## src/rtl/irq_target_bank.sv

```systemverilog
module irq_target_bank #(
  parameter int NUM_SRC  = 8,
  parameter int ADDR_W   = 12,
  parameter int CFG_BASE = 'h100,
  parameter int TGT_BASE = 'h400
) (
  input  logic              clk,
  input  logic              rst_n,
  input  logic              req_valid,
  input  logic              req_write,
  input  logic [1:0]        req_size,
  input  logic [ADDR_W-1:0] req_addr,
  input  logic [31:0]       req_wdata,
  input  logic              msi_mode,
  output logic              rd_valid,
  output logic [31:0]       rd_data
);
  localparam int          IW       = $clog2(NUM_SRC);
  localparam int          WORDS    = NUM_SRC - 1;
  localparam logic [31:0] CFG_END  = 32'(CFG_BASE + 4 * WORDS);
  localparam logic [31:0] TGT_END  = 32'(TGT_BASE + 4 * WORDS);
  localparam logic [31:0] CFG_KEEP = 32'h0000_0407;
  localparam logic [31:0] MSI_KEEP = 32'hFFFF_F7FF;

  logic [NUM_SRC-1:0][31:0] cfg_q;
  logic [NUM_SRC-1:0][31:0] tgt_q;

  logic [31:0]   a32, cfg_off, tgt_off;
  logic          word_ok, cfg_hit, tgt_hit, tgt_live;
  logic [IW-1:0] cfg_idx, tgt_idx;
  logic [31:0]   tgt_wval, rd_next;

  assign a32     = 32'(req_addr);
  assign word_ok = (req_size == 2'd2);
  assign cfg_off = a32 - 32'(CFG_BASE);
  assign tgt_off = a32 - 32'(TGT_BASE);
  assign cfg_hit = (a32 >= 32'(CFG_BASE)) && (a32 < CFG_END) && (a32[1:0] == 2'b00);
  assign tgt_hit = (a32 >= 32'(TGT_BASE)) && (a32 < TGT_END) && (a32[1:0] == 2'b00);
  assign cfg_idx = IW'(cfg_off[31:2] + 30'd1);
  assign tgt_idx = IW'(tgt_off[31:2] + 30'd1);

  function automatic logic live(input logic [IW-1:0] i, input logic [31:0] c);
    return (i != '0) && (32'(i) < 32'(NUM_SRC)) && !c[10] && (c[2:0] != 3'd0);
  endfunction

  assign tgt_live = live(tgt_idx, cfg_q[tgt_idx]);

  assign tgt_wval = msi_mode ? (req_wdata & MSI_KEEP)
                             : {req_wdata[31:18], 10'd0,
                                (req_wdata[7:0] == 8'd0) ? 8'd1 : req_wdata[7:0]};

  always_comb begin
    rd_next = '0;
    if (word_ok) begin
      if (cfg_hit)                  rd_next = cfg_q[cfg_idx];
      else if (tgt_hit && tgt_live) rd_next = tgt_q[tgt_idx];
    end
  end

  always_ff @(posedge clk or negedge rst_n) begin
    if (!rst_n) begin
      cfg_q <= '0;
      tgt_q <= '0;
    end else if (req_valid && req_write && word_ok) begin
      if (cfg_hit)                  cfg_q[cfg_idx] <= req_wdata & CFG_KEEP;
      else if (tgt_hit && tgt_live) tgt_q[tgt_idx] <= tgt_wval;
    end
  end

  always_ff @(posedge clk or negedge rst_n) begin
    if (!rst_n) begin
      rd_valid <= 1'b0;
      rd_data  <= '0;
    end else begin
      rd_valid <= req_valid && !req_write;
      rd_data  <= (req_valid && !req_write) ? rd_next : '0;
    end
  end
endmodule

```

## config.mk

```make
export PLATFORM = sky130hd
export DESIGN_NAME = irq_target_bank
export DESIGN_NICKNAME = d
export VERILOG_FILES = /design/src/rtl/irq_target_bank.sv
export SDC_FILE = /design/constraint.sdc
export NUM_CORES = 1
export LEC_CHECK = 0
export BUFFER_PORTS_ARGS = -buffer_cell sky130_fd_sc_hd__buf_2
export CAP_MARGIN = 20
export CORE_MARGIN = 5
export CORE_UTILIZATION = 45
export DETAILED_ROUTE_END_ITERATION = 6
export HOLD_SLACK_MARGIN = 0.1
export SLEW_MARGIN = 20
export SYNTH_ARGS = -nofsm -noshare
export SYNTH_HDL_FRONTEND = slang
export SYNTH_SLANG_ARGS = --single-unit
```

## constraint.sdc

```tcl
create_clock -name clk -period 2.3 [get_ports clk]
set_input_delay 0.46 -clock clk [delete_from_list [all_inputs] [get_ports clk]]
set_output_delay 0.46 -clock clk [all_outputs]
set_load 0.05 [all_outputs]
```

Word-level counts from Yosys, hierarchy flattened
Cells that the tools add are included.

storage, ports and cells
  ROM bits = 0
  output and inout port bits = 33
  RAM bits = 0
  memories = 0
  register bits = 545
  word-level logic and storage cells = 70
  input port bits = 51
  bits in latches = 0

cells by class
  divide/modulo/power cells = 0
  $lt $le $gt $ge = 8
  eq/ne operators = 1
  add/subtract/negate cells = 4
  muxes and demuxes = 18
  reduce and logical (&&, ||, !) cells = 20
  shifts and indexed selects = 0
  multiply operators = 0
  bitwise logic cells = 1

operator list
  cell                  number
  $bwmux 256            2
  $bmux 32 s3           3
  $mux 32               8
  $demux 32 s3          2
  $mux 18               1
  $ge 12x11->1 const B  1
  $ge 12x9->1 const B   1
  $logic_and 1x1->1     12
  $lt 12x11->1 const B  1
  $lt 12x9->1 const B   1
  $mux 11               1
  $sub 5x1->5 const B   2
  $logic_not 8->1       1
  $lt 3x4->1 const B    2
  $mux 8                1
  $add 3x2->3 const B   2
  $ge 3x1->1 const B    2
  $reduce_bool 3->1     2
  $reduce_and 3->1      1
  $eq 2x2->1 const B    1
  $logic_not 1->1       2
  $logic_not 2->1       1
  $reduce_and 2->1      1
  $not 1->1             1

Logic depth before layout (Yosys ltp)
Gate-level depths: netlist of run 1.

  depth in word-level cells = 12
  depth in mapped cells = 13
  mapped depth without buffers = 7

Least setup slack after synthesis of run 1
Ideal clock, no wire load.

  path kind = input to register
  start point = in req_addr[2]
  end point = reg tgt_q[225] (netlist name)
  buffers on the path = 5
  library setup time = 0.128 ns
  required time = 2.172 ns
  arrival = 3.298 ns
  stages = 12
  path slack = -1.125 ns
  cells stage by stage = buf_6 inv_1 clkbuf_1 ha_1 buf_6 mux2i_1 mux4_2 and3_1 buf_6 nor4_2 buf_4 mux2_1

on the way
  longest elaborated chain between the ends = 9
  elaborated cells between the ends (all ways) = 26
  those cells by class = add/sub: 2; order compare: 6; mux: 5; bitwise: 1; reduce/logical: 12

ends and longest elaborated chain
  item                                                                 line  text
  from (decl)                                                          12    input logic [ADDR_W-1:0] req_addr,
  parallel branches: the longest is 9 deep, another holds $sub 5x1->5  n/a
  to (signal, indexed assignment)                                      66    else if (tgt_hit && tgt_live) tgt_q[tgt_idx] <= tgt_wval;
  to (decl)                                                            26    logic [NUM_SRC-1:0][31:0] tgt_q;

Parallel ways; which one is timed is not known. The select of a mux whose other input is x is not followed.
A chain may end at the register's enable or synchronous reset.

Worst setup path in the final report of run 1
  start point = in req_addr[2]
  end point = reg tgt_q[130] (netlist name)

The elaborated chain is that of the path after synthesis.

==> impl_metrics.prom, run 1 <==
# TYPE chip_impl_metric gauge
chip_impl_info{name="outcome",value="finished, violations left"} 1
chip_impl_info{name="failed_checks",value="setup timing"} 1
chip_impl_metric{name="design.core.area",unit="µm²"} 30700
chip_impl_info{name="cpMostUsedCell",value="sky130_fd_sc_hd__buf_12"} 1
chip_impl_metric{name="worst_slew_pin_slew",unit="ns"} 0.792
chip_impl_metric{name="globalRouteOverflowTotal",unit=""} 0
chip_impl_metric{name="vias",unit=""} 9397
chip_impl_metric{name="drv_slew",unit=""} 0
chip_impl_metric{name="synth.top_cell.area_share",unit=""} 0.557
chip_impl_metric{name="drt-initial-drc-count",unit=""} 684
chip_impl_metric{name="die_y",unit="µm"} 186
chip_impl_metric{name="fillers",unit=""} 2320
chip_impl_metric{name="post_drt_wl_per_cell",unit="µm"} 25.2
chip_impl_metric{name="clk-insertion-delay-late",unit="ns"} 0.52
chip_impl_metric{name="slowest_delay",unit="ns"} 0.51
chip_impl_metric{name="maxSlewHeadroom",unit=""} 0.459
chip_impl_metric{name="syn_avg_cell_area",unit="µm²"} 13.5
chip_impl_metric{name="sequential_cell_area",unit="µm²"} 7810
chip_impl_metric{name="pwr_dens",unit="nW/µm²"} 636
chip_impl_info{name="post_synth_top_flop",value="sky130_fd_sc_hd__dfrtp_1"} 1
chip_impl_metric{name="nets",unit=""} 1260
chip_impl_metric{name="setup-violations-final",unit=""} 278
chip_impl_metric{name="worst_ep_required_time",unit="ns"} 2.69
chip_impl_metric{name="areaGrowthSynthToFinish",unit="%"} 33.9
chip_impl_metric{name="postSynthRegisterBits",unit=""} 312
chip_impl_metric{name="die_x",unit="µm"} 186
chip_impl_metric{name="grt_antenna_before_repair",unit=""} 1
chip_impl_metric{name="synth_nets",unit=""} 1094
chip_impl_metric{name="crit_arrival",unit="ns"} 2.96
chip_impl_metric{name="grt_pass1_wl",unit="µm"} 61200
chip_impl_info{name="clk_root_buffer_cell",value="sky130_fd_sc_hd__clkbuf_16"} 1
chip_impl_metric{name="synth_enable_flop_cells",unit=""} 0
chip_impl_metric{name="post_synth_instance_area",unit="µm²"} 14000
chip_impl_metric{name="grt_start_max_net_pins",unit=""} 60
chip_impl_metric{name="multi_input_area",unit="µm²"} 7050
chip_impl_metric{name="syn-instance-count",unit=""} 1040
chip_impl_info{name="rsz0062_at_grt",value="yes"} 1
chip_impl_info{name="worstHoldPathType",value="primary input to register"} 1
chip_impl_metric{name="die_outline_area",unit="µm²"} 34800
chip_impl_metric{name="place.gp.congestion",unit=""} 0.750
chip_impl_metric{name="max_cap_viol_count",unit=""} 0
chip_impl_metric{name="viasPerCell",unit=""} 5.78
chip_impl_metric{name="via_count_of_the_first_global_routing_pass",unit=""} 10000
chip_impl_metric{name="final_antenna_net_count",unit=""} 0
chip_impl_metric{name="layout_setup_ws",unit="ns"} -0.267
chip_impl_metric{name="path_clk_slew",unit="ns"} 0.06
chip_impl_metric{name="start_util",unit=""} 0.457
chip_impl_metric{name="groute.usage.overall",unit=""} 0.220
chip_impl_info{name="yosys.area.top_type",value="sky130_fd_sc_hd__dfrtp_1"} 1
chip_impl_metric{name="yosysSeqAreaShare",unit=""} 0.557
chip_impl_metric{name="cts_buffer_depth",unit=""} 3
chip_impl_metric{name="skew",unit="ns"} 0.0183
chip_impl_metric{name="timing.final.hold_violations",unit=""} 0
chip_impl_metric{name="synthDistinctLibCells",unit=""} 45
chip_impl_metric{name="top_fanout_value_on_the_critical_path",unit=""} 6
chip_impl_info{name="setup.worst_path.end_class",value="register"} 1
chip_impl_metric{name="max_clock_freq",unit="MHz"} 390
chip_impl_metric{name="finalSetupTns",unit="ns"} -36.63
chip_impl_metric{name="asyncSetResetFlopFracSynth",unit=""} 1.00
chip_impl_metric{name="cts_max_level",unit=""} 2
chip_impl_metric{name="total_cell_area_at_the_placement_stage",unit="µm²"} 16200
chip_impl_metric{name="wirelength",unit="µm"} 40900
chip_impl_info{name="critical_path.startpoint_type",value="primary input"} 1
chip_impl_metric{name="boundaryPins",unit=""} 84
chip_impl_metric{name="vdd.ir_drop.worst",unit="mV"} 0.408
chip_impl_metric{name="finalWorstPathRequiredPeriod",unit="ns"} 2.57
chip_impl_metric{name="detailedPlace.worstSlack",unit="ns"} -0.741
chip_impl_metric{name="power.static_leakage",unit="µW"} 0.00874
chip_impl_info{name="cts_tree",value="built"} 1
chip_impl_metric{name="detailed_place_hpwl",unit="µm"} 21800
chip_impl_metric{name="post_route_cells_drive_above_1_share",unit=""} 0.491
chip_impl_metric{name="drt_pass_1_iters",unit=""} 5
chip_impl_metric{name="detail_route.drc_violations",unit=""} 0
chip_impl_metric{name="number_of_buffers_inserted_during_clock_tree_synthesis",unit=""} 35
chip_impl_metric{name="std_cell_rows",unit=""} 64
chip_impl_metric{name="final_util",unit=""} 0.612
chip_impl_metric{name="numPortBuffers",unit=""} 81
chip_impl_metric{name="layout_worst_path_cycle_share",unit=""} 1.12
chip_impl_metric{name="final_area",unit="µm²"} 18800
chip_impl_metric{name="numClockSinks",unit=""} 312
chip_impl_metric{name="yosys_warnings",unit=""} 0
chip_impl_info{name="worstPathCellList",value="buf_8 -> inv_6 -> ha_4 -> mux2i_1 -> mux4_2 -> and3_4 -> buf_12 -> buf_12 -> nor4_4 -> buf_6 -> buf_12 -> buf_16 -> mux2_4"} 1
chip_impl_info{name="worst_path_max_delay_cell",value="sky130_fd_sc_hd__mux4_2"} 1
chip_impl_info{name="netlist_top_cells_area",value="sky130_fd_sc_hd__dfrtp_1 56%, sky130_fd_sc_hd__mux2_1 22%, sky130_fd_sc_hd__nor4_4 2.6%"} 1
chip_impl_info{name="criticalPathCategory",value="primary input to register"} 1
==> critical path, delay by kind of cell <==
family	cells	cell delay (ns)
muxes	3	0.91
buffers and inverters	7	0.83
and+or+nand+nor	2	0.42
adders and majority gates	1	0.32
==> worst paths after layout <==
kind / from / to / slack [ns] / cells after the start
setup / recovery: req_addr[2] / tgt_q[130] / -0.27 / 13
min in group asynchronous: rst_n / tgt_q[103] / 0.44 / 2
setup reg to reg: cfg_q[225] / tgt_q[130] / -0.22 / 10
hold reg to reg: cfg_q[193] / cfg_q[193] / 0.48 / 1
max in group asynchronous: rst_n / tgt_q[189] / 1.14 / 3
hold / removal: req_write / rd_valid / 0.16 / 2
==> placed cells by master, fill, tap and decap left out, drive strengths merged, types with 13 or more instances in the layout <==
cell type	synthesis	final
dfrtp	312	312
mux2	285	285
buf	46	195
nand2	91	91
clkbuf	33	63
o22ai	32	32
nor2	31	31
mux2i	25	25
nor3	25	25
nor4	22	22
a31oi	18	18
and2	13	13
==> flip-flops by register name, indices dropped and copies added (netlist names) <==
name,count
cfg_q,32
rd_data,31
rd_valid,1
tgt_q,248
==> layout make-up <==
| type | count | share of cell area |
|---|---|---|
| inverter | 5 | 0.00153 |
| sequential | 312 | 0.416 |
| antenna | 1 | 0.000133 |
| clock inverter | 8 | 0.00360 |
| clock buffer | 51 | 0.0559 |
| timing repair buffer | 208 | 0.121 |
| tap | 396 | 0.0264 |
| multi-input combinational | 644 | 0.376 |
==> power by group <==
part / internal, µW / switching, µW / total [µW]
clock: 3260 / 2220 / 5480
sequential: 5490 / 0.342 / 5490
combinational: 302 / 661 / 963
total: 9050 / 2880 / 11900
==> layer usage <==
| metal | GRT usage | wire, µm | vias to the layer above |
|---|---|---|---|
| met1 | 0.318 | 18900 | 4932 |
| met2 | 0.347 | 18900 | 281 |
| met4 | 0.0524 | 889 | 0 |
| met5 | 0 | 0 | - |
| li1 | - | - | 4121 |
| met3 | 0.0402 | 2240 | 63 |
==> cell usage after synthesis (8+ instances only) <==
cell type,count
sky130_fd_sc_hd__a31oi_1,18
sky130_fd_sc_hd__and2_1,13
sky130_fd_sc_hd__buf_1,13
sky130_fd_sc_hd__buf_2,23
sky130_fd_sc_hd__clkbuf_1,33
sky130_fd_sc_hd__dfrtp_1,312
sky130_fd_sc_hd__mux2_1,280
sky130_fd_sc_hd__mux2i_1,25
sky130_fd_sc_hd__mux4_2,11
sky130_fd_sc_hd__nand2_1,91
sky130_fd_sc_hd__nand3_1,9
sky130_fd_sc_hd__nand4_1,9
sky130_fd_sc_hd__nor2_1,31
sky130_fd_sc_hd__nor3_1,25
sky130_fd_sc_hd__nor4_4,17
sky130_fd_sc_hd__o21ai_0,11
sky130_fd_sc_hd__o221ai_1,9
sky130_fd_sc_hd__o22a_1,8
sky130_fd_sc_hd__o22ai_1,32
==> cell families after synthesis <==
family	share of synthesized area
AND/OR/NAND/NOR	0.0883
AO/OA/AOI/OAI	0.0553
flip-flops	0.557
buffers and inverters	0.0301
other	0.000268
adder cells (fa/ha/maj)	0.00268
multiplexers	0.265
XOR/XNOR	0.00179
==> what timing repair did <==
item | in CTS | in global routing
pin swaps | 7 | 1
hold buffers | 1 | 0
gates cloned | 12 | 13
buffers inserted | 24 | 10
resized for setup | 94 | 73
endpoints found under the hold margin | 40 | 0
setup endpoints to repair | 278 | 264
==> stage by stage <==
stage | total power, µW | std cells | hold WS [ns]
floorplan | 6060 | 1040 | 0.164
global placement | 6520 | 1511 | 0.403
detailed placement | 6520 | 1511 | 0.405
CTS | 12000 | 1606 | 0.141
global route | 12400 | 1624 | 0.160
finish | 11900 | 1625 | 0.156
Note: power is estimated with default switching activity, not from simulation.
==> run 2, diff against run 1 <==
- RECOVER_POWER: default -> 100
- SKIP_LAST_GASP: default -> 1
- clock period: 2.3 -> 2.88 ns (I/O delays scaled with it)
==> run 2 against run 1 <==
Net effect: the flow finishes with violations (capacitance limit, slew limit); via count down 4.7%; register-to-register slack better by 0.64 ns; count of clock-buffer cells in the layout up 4; die area unchanged; global-route usage down 1.6 points; sequential share of layout area up 5.2 points; first-iteration DRC count down 42%; combinational power down 28%; critical path depth down 2; critical path type unchanged; largest cell class unchanged.
==> impl_metrics.prom, run 2 (synthesis results as in run 1) <==
# TYPE chip_impl_metric gauge
chip_impl_info{name="worstPathCellList",value="clkbuf_2 -> inv_1 -> ha_4 -> inv_2 -> buf_4 -> nor2_1 -> nand2_1 -> clkbuf_1 -> nor2_1 -> clkbuf_2 -> mux2_1"} 1
chip_impl_metric{name="via_count_of_the_first_global_routing_pass",unit=""} 9658
chip_impl_metric{name="vdd.ir_drop.worst",unit="mV"} 0.411
chip_impl_metric{name="place.gp.congestion",unit=""} 0.751
chip_impl_metric{name="die_y",unit="µm"} 186
chip_impl_metric{name="hold-path-cell-count",unit=""} 2
chip_impl_metric{name="pwr_dens",unit="nW/µm²"} 571
chip_impl_metric{name="power.static_leakage",unit="µW"} 0.00821
chip_impl_metric{name="detail_route.drc_violations",unit=""} 0
chip_impl_metric{name="drt_pass_1_iters",unit=""} 7
chip_impl_metric{name="cts_max_level",unit=""} 2
chip_impl_metric{name="wirelength",unit="µm"} 35400
chip_impl_metric{name="number_of_buffers_inserted_during_clock_tree_synthesis",unit=""} 36
chip_impl_metric{name="std_cell_rows",unit=""} 64
chip_impl_info{name="biggestRegsByFlops",value="tgt_q: 248 flops, cfg_q: 32 flops, rd_data: 31 flops"} 1
chip_impl_metric{name="numClockSinks",unit=""} 312
chip_impl_metric{name="grt_start_max_net_pins",unit=""} 72
chip_impl_metric{name="timing.final.hold_violations",unit=""} 0
chip_impl_metric{name="detailed_place_hpwl",unit="µm"} 22300
chip_impl_metric{name="largest_register_ffs",unit=""} 248
chip_impl_metric{name="viasPerCell",unit=""} 5.61
chip_impl_metric{name="drv_slew",unit=""} 69
chip_impl_metric{name="reg_to_reg_setup_timing_slack",unit="ns"} 0.42
chip_impl_metric{name="skew",unit="ns"} 0.0187
chip_impl_metric{name="die_outline_area",unit="µm²"} 34800
chip_impl_metric{name="design.core.area",unit="µm²"} 30700
chip_impl_metric{name="drt-initial-drc-count",unit=""} 395
chip_impl_metric{name="groute.usage.overall",unit=""} 0.204
chip_impl_metric{name="post_route_cells_drive_above_1_share",unit=""} 0.242
chip_impl_metric{name="crit_arrival",unit="ns"} 3.14
chip_impl_info{name="most-common-layout-cells",value="312 x sky130_fd_sc_hd__dfrtp_1, 220 x sky130_fd_sc_hd__mux2_1, 91 x sky130_fd_sc_hd__nand2_1"} 1
chip_impl_info{name="worstHoldPathType",value="primary input to register"} 1
chip_impl_metric{name="worst_reg_to_reg_path_cell_count",unit=""} 6
chip_impl_metric{name="path_clk_slew",unit="ns"} 0.06
chip_impl_info{name="cts_tree",value="built"} 1
chip_impl_metric{name="post_drt_wl_per_cell",unit="µm"} 22.2
chip_impl_metric{name="report.power.total",unit="µW"} 9540
chip_impl_metric{name="top_fanout_value_on_the_critical_path",unit=""} 30
chip_impl_metric{name="slowest_delay",unit="ns"} 0.62
chip_impl_metric{name="clk-insertion-delay-late",unit="ns"} 0.52
chip_impl_metric{name="numPortBuffers",unit=""} 81
chip_impl_info{name="failed_checks",value="capacitance limit, slew limit"} 1
chip_impl_metric{name="grt_antenna_before_repair",unit=""} 2
chip_impl_info{name="commonest_non_fill_non_tap_cell_in_the_layout",value="sky130_fd_sc_hd__dfrtp_1"} 1
chip_impl_metric{name="start_util",unit=""} 0.457
chip_impl_metric{name="layout_worst_path_cycle_share",unit=""} 0.955
chip_impl_metric{name="max_clock_freq",unit="MHz"} 364
chip_impl_info{name="setup.worst_path.end_class",value="register"} 1
chip_impl_metric{name="nets",unit=""} 1230
chip_impl_metric{name="cts_buffer_depth",unit=""} 3
chip_impl_metric{name="maxSlewHeadroom",unit=""} -0.190
chip_impl_info{name="outcome",value="finished, violations left"} 1
chip_impl_metric{name="worst_ep_required_time",unit="ns"} 3.27
chip_impl_metric{name="max_cap_viol_count",unit=""} 1
chip_impl_metric{name="areaGrowthSynthToFinish",unit="%"} 19.1
chip_impl_metric{name="grt_pass1_wl",unit="µm"} 57200
chip_impl_info{name="criticalPathCategory",value="primary input to register"} 1
chip_impl_metric{name="globalRouteOverflowTotal",unit=""} 0
chip_impl_metric{name="numPlacedInstances",unit=""} 1533
chip_impl_metric{name="boundaryPins",unit=""} 84
chip_impl_metric{name="antenna_cells",unit=""} 0
chip_impl_info{name="worst_path_max_delay_cell",value="sky130_fd_sc_hd__clkbuf_1"} 1
chip_impl_info{name="max_flop_register",value="tgt_q"} 1
chip_impl_metric{name="finalWorstPathRequiredPeriod",unit="ns"} 2.75
chip_impl_metric{name="die_x",unit="µm"} 186
chip_impl_info{name="rsz0062_at_grt",value="no"} 1
chip_impl_metric{name="postCtsSetupRepairBufs",unit=""} 0
chip_impl_info{name="critical_path.startpoint_type",value="primary input"} 1
chip_impl_metric{name="instances_no_fill",unit=""} 1596
chip_impl_info{name="clk_root_buffer_cell",value="sky130_fd_sc_hd__clkbuf_16"} 1
chip_impl_metric{name="worst_slew_pin_slew",unit="ns"} 1.78
chip_impl_metric{name="setup-violations-final",unit=""} 0
chip_impl_metric{name="final_antenna_net_count",unit=""} 0
chip_impl_metric{name="finalSetupTns",unit="ns"} 0
chip_impl_metric{name="vias",unit=""} 8956
run 2: changes by cell type in the layout (fill, tap and decap cells not counted), moves of 11 or more:
cell / before / now
sky130_fd_sc_hd__clkbuf_16: 49 / 37
sky130_fd_sc_hd__buf_2: 78 / 49
sky130_fd_sc_hd__clkbuf_2: 0 / 16
sky130_fd_sc_hd__buf_4: 56 / 45
sky130_fd_sc_hd__mux2_1: 12 / 220
sky130_fd_sc_hd__buf_12: 31 / 15
sky130_fd_sc_hd__clkbuf_1: 7 / 53
sky130_fd_sc_hd__mux2_4: 268 / 60
run 2: worst paths after layout:
path                             start     endpoint
max reg2reg                 cfg_q[129]  rd_data[29]
max in group asynchronous        rst_n   tgt_q[250]
min in group asynchronous        rst_n   tgt_q[192]
max                        req_addr[3]   cfg_q[106]
min                          req_write     rd_valid
min reg2reg                  tgt_q[24]    tgt_q[24]
run 2: layer usage:
layer | vias to the layer above | routed length [µm] | global-route usage
met5 | - | 27 | 0
met3 | 52 | 1210 | 0.0320
met2 | 148 | 16200 | 0.318
li1 | 4061 | - | -
met1 | 4691 | 17300 | 0.305
met4 | 4 | 624 | 0.0448
run 2: power by group:
group | internal (µW) | leakage, µW | switching (µW)
clock network | 2690 | 0.000569 | 1780
registers | 4390 | 0.00436 | 0.388
logic | 206 | 0.00328 | 485
run 2: through the flow:
step | area [µm²] | utilization | hold slack [ns] | worst slack [ns]
after floorplan | 14900 | - | 0.280 | -0.263
after global placement | 16200 | 0.528 | 0.459 | -0.307
after detailed placement | 16200 | 0.528 | 0.469 | -0.361
after CTS | 17400 | 0.566 | 0.246 | 0.170
after global routing | 16700 | 0.544 | 0.267 | 0.0268
final | 16700 | 0.544 | 0.257 | 0.129
run 2: final cells by class:
class / instances / area (µm²)
tap: 396 / 495
fill: 2693 / 14000
inverter: 5 / 23.8
timing repair buffer: 177 / 1200
clock buffer: 55 / 1080
sequential: 312 / 7810
multi-input combinational: 644 / 6000
clock inverter: 7 / 76.3
run 2: timing repair:
action / CTS / global route
gates resized for setup: 0 / 0
hold buffers: 1 / 0
endpoints found under the hold margin: 64 / 0
run 2: worst max-delay path: cells and delay by family:
kind,cells,cell delay [ns]
fa+ha+maj,1,0.29
buf+inv,6,1.59
mux,1,0.33
simple gates,3,0.34
==> run 3, diff against run 2 <==
- CORE_UTILIZATION: 45 -> 51
- PLACE_DENSITY: default -> 0.69
==> run 3 against run 2 <==
Net effect: the flow still finishes with violations (capacitance limit, slew limit); count of clock-buffer cells in the layout is 3 lower; global-route usage is 1.9 points higher; cell area is 2.2% lower; sequential share of layout area is 1.1 points higher; register-to-register slack better by 0.02 ns; die area is 11% lower; routed wire length is 4.6% lower; total power is 1.2% higher; via count is 0.61% higher; flip-flop and latch count stayed put; clock skew hardly changed; clock power is 3% higher.
==> impl_metrics.prom, run 3 (synthesis results as in run 1) <==
# TYPE chip_impl_metric gauge
chip_impl_metric{name="maxSlewHeadroom",unit=""} -0.00159
chip_impl_metric{name="max_clock_freq",unit="MHz"} 367
chip_impl_metric{name="multi_input_area",unit="µm²"} 5840
chip_impl_metric{name="vdd.ir_drop.worst",unit="mV"} 0.470
chip_impl_metric{name="cell_internal_pwr",unit="µW"} 7460
chip_impl_metric{name="power_switching",unit="µW"} 2190
chip_impl_metric{name="layout_setup_ws",unit="ns"} 0.152
chip_impl_metric{name="skew",unit="ns"} 0.0182
chip_impl_metric{name="switching_share",unit=""} 0.227
chip_impl_info{name="max_flop_register",value="tgt_q"} 1
chip_impl_info{name="cpMostUsedCell",value="sky130_fd_sc_hd__clkbuf_1"} 1
chip_impl_info{name="biggestRegsByFlops",value="tgt_q: 248 flops, cfg_q: 32 flops, rd_data: 31 flops"} 1
chip_impl_metric{name="place.gp.congestion",unit=""} 0.781
chip_impl_metric{name="finalSetupTns",unit="ns"} 0
chip_impl_metric{name="post_drt_wl_per_cell",unit="µm"} 22.1
chip_impl_metric{name="top_fanout_value_on_the_critical_path",unit=""} 7
chip_impl_metric{name="timing.critical_path.depth",unit=""} 11
chip_impl_info{name="criticalPathCategory",value="primary input to register"} 1
chip_impl_info{name="rsz0062_at_grt",value="no"} 1
chip_impl_metric{name="postCtsSetupRepairBufs",unit=""} 0
chip_impl_metric{name="fillers",unit=""} 2257
chip_impl_info{name="worst_path_max_delay_cell",value="sky130_fd_sc_hd__mux4_2"} 1
chip_impl_info{name="critical-path-top-delay-family",value="buffers and inverters"} 1
chip_impl_metric{name="sequential_cell_area",unit="µm²"} 7810
chip_impl_metric{name="detail_route.drc_violations",unit=""} 0
chip_impl_metric{name="path_clk_slew",unit="ns"} 0.06
chip_impl_metric{name="crit_arrival",unit="ns"} 3.12
chip_impl_metric{name="design.core.area",unit="µm²"} 27000
chip_impl_info{name="critical_path.startpoint_type",value="primary input"} 1
chip_impl_metric{name="start_util",unit=""} 0.519
chip_impl_metric{name="detailed_place_hpwl",unit="µm"} 20800
chip_impl_metric{name="detailedPlace.worstSlack",unit="ns"} -0.295
chip_impl_metric{name="vias",unit=""} 9011
chip_impl_metric{name="wirelength",unit="µm"} 33800
chip_impl_metric{name="drt-initial-drc-count",unit=""} 631
chip_impl_metric{name="max_cap_viol_count",unit=""} 1
chip_impl_metric{name="layout_worst_path_cycle_share",unit=""} 0.947
chip_impl_metric{name="std_cell_rows",unit=""} 60
chip_impl_metric{name="cts_resizes",unit=""} 0
chip_impl_info{name="setup.worst_path.end_class",value="register"} 1
chip_impl_info{name="failed_checks",value="capacitance limit, slew limit"} 1
chip_impl_info{name="worstPathCellList",value="buf_2 -> inv_1 -> ha_4 -> inv_2 -> clkbuf_1 -> mux4_2 -> nand4_4 -> nor4_4 -> buf_4 -> clkbuf_1 -> mux2_1"} 1
chip_impl_metric{name="critical_path.n_buffers_inverters",unit=""} 6
chip_impl_metric{name="boundaryPins",unit=""} 84
chip_impl_metric{name="slowest_delay",unit="ns"} 0.39
chip_impl_metric{name="drt_pass_1_iters",unit=""} 5
chip_impl_metric{name="power.static_leakage",unit="µW"} 0.00811
chip_impl_info{name="most-common-layout-cells",value="312 x sky130_fd_sc_hd__dfrtp_1, 246 x sky130_fd_sc_hd__mux2_1, 91 x sky130_fd_sc_hd__nand2_1"} 1
chip_impl_metric{name="areaGrowthSynthToFinish",unit="%"} 16.4
chip_impl_metric{name="post_route_cells_drive_above_1_share",unit=""} 0.201
chip_impl_info{name="cts_tree",value="built"} 1
chip_impl_metric{name="numClockSinks",unit=""} 312
chip_impl_info{name="outcome",value="finished, violations left"} 1
chip_impl_metric{name="postCtsHoldBufs",unit=""} 1
chip_impl_metric{name="combinationalPowerShare",unit=""} 0.068
chip_impl_metric{name="viasPerCell",unit=""} 5.91
chip_impl_metric{name="drv_slew",unit=""} 59
chip_impl_metric{name="total_cell_area_at_the_placement_stage",unit="µm²"} 15900
chip_impl_info{name="worstHoldPathType",value="primary input to register"} 1
chip_impl_metric{name="globalRouteOverflowTotal",unit=""} 0
chip_impl_metric{name="cts_buffer_depth",unit=""} 3
chip_impl_metric{name="setup-violations-final",unit=""} 0
chip_impl_metric{name="die_x",unit="µm"} 176
chip_impl_metric{name="clkPwrFrac",unit=""} 0.478
chip_impl_metric{name="antenna_cells",unit=""} 0
chip_impl_metric{name="final_area",unit="µm²"} 16300
chip_impl_metric{name="grt_antenna_before_repair",unit=""} 0
chip_impl_metric{name="worst_reg_to_reg_path_cell_count",unit=""} 7
chip_impl_metric{name="reg_to_reg_setup_timing_slack",unit="ns"} 0.44
chip_impl_metric{name="number_of_buffers_inserted_during_clock_tree_synthesis",unit=""} 34
chip_impl_metric{name="worst_ep_required_time",unit="ns"} 3.27
chip_impl_info{name="clk_root_buffer_cell",value="sky130_fd_sc_hd__clkbuf_16"} 1
chip_impl_metric{name="worst_slew_pin_slew",unit="ns"} 1.50
chip_impl_metric{name="die_outline_area",unit="µm²"} 30900
chip_impl_metric{name="finalWorstPathRequiredPeriod",unit="ns"} 2.73
chip_impl_metric{name="clk-insertion-delay-late",unit="ns"} 0.51
chip_impl_metric{name="numPortBuffers",unit=""} 81
chip_impl_metric{name="hold-path-cell-count",unit=""} 2
chip_impl_metric{name="cts_max_level",unit=""} 2
chip_impl_metric{name="via_count_of_the_first_global_routing_pass",unit=""} 9662
chip_impl_metric{name="largest_register_ffs",unit=""} 248
chip_impl_metric{name="die_y",unit="µm"} 176
chip_impl_metric{name="pwr-share-seq",unit=""} 0.454
chip_impl_metric{name="timing.final.hold_violations",unit=""} 0
chip_impl_metric{name="nets",unit=""} 1213
chip_impl_metric{name="groute.usage.overall",unit=""} 0.223
chip_impl_metric{name="grt_start_max_net_pins",unit=""} 69
chip_impl_metric{name="pwr_dens",unit="nW/µm²"} 592
chip_impl_metric{name="final_antenna_net_count",unit=""} 0
chip_impl_metric{name="final_util",unit=""} 0.604
chip_impl_info{name="commonest_non_fill_non_tap_cell_in_the_layout",value="sky130_fd_sc_hd__dfrtp_1"} 1
chip_impl_metric{name="grt_pass1_wl",unit="µm"} 54800
## run 3: power groups by stage
stage	Sequential (µW)	Combinational (µW)	Clock (µW)
finish	4390	657	4610
global route	4380	722	4900
CTS	4380	703	4700
detailed placement	4460	698	0
global placement	4460	692	0
floorplan	4470	364	0
## run 3: final timing paths
path / endpoint / from
max reg2reg: tgt_q[72] / cfg_q[193]
min in group asynchronous: tgt_q[164] / rst_n
max in group asynchronous: cfg_q[234] / rst_n
min reg2reg: tgt_q[87] / tgt_q[87]
min: rd_valid / req_write
max: tgt_q[72] / req_addr[3]
## run 3: layout make-up
type | instances | area share
Clock inverter | 9 | 0.00920
Timing Repair Buffer | 162 | 0.0625
Inverter | 5 | 0.00146
Tap cell | 341 | 0.0261
Sequential cell | 312 | 0.478
Clock buffer | 52 | 0.0645
Multi-Input combinational cell | 644 | 0.358
## run 3: layer usage
metal  up-vias  share of wire  track usage
li1       4048              -            -
met1      4682           0.46        0.319
met2       229           0.47        0.360
met3        52          0.045       0.0340
met4         0          0.019       0.0585
met5         -              0            0
## run 3: metrics by stage
step	hold WS (ns)	instances	total power [µW]
after floorplan	0.280	1040	4830
after global routing	0.325	1525	10000
after detailed placement	0.469	1463	5160
after CTS	0.319	1525	9790
after global placement	0.459	1463	5160
final	0.321	1525	9660
## run 3: worst reg2reg max path, cell delays in order (launching register included)
cell and delay (ns):
sky130_fd_sc_hd__dfrtp_1 0.34, sky130_fd_sc_hd__mux2i_1 0.10, sky130_fd_sc_hd__mux4_2 0.50, sky130_fd_sc_hd__and3_4 0.28, sky130_fd_sc_hd__nor4_4 0.21, sky130_fd_sc_hd__buf_4 0.18
sky130_fd_sc_hd__clkbuf_1 0.33, sky130_fd_sc_hd__mux2_1 0.37
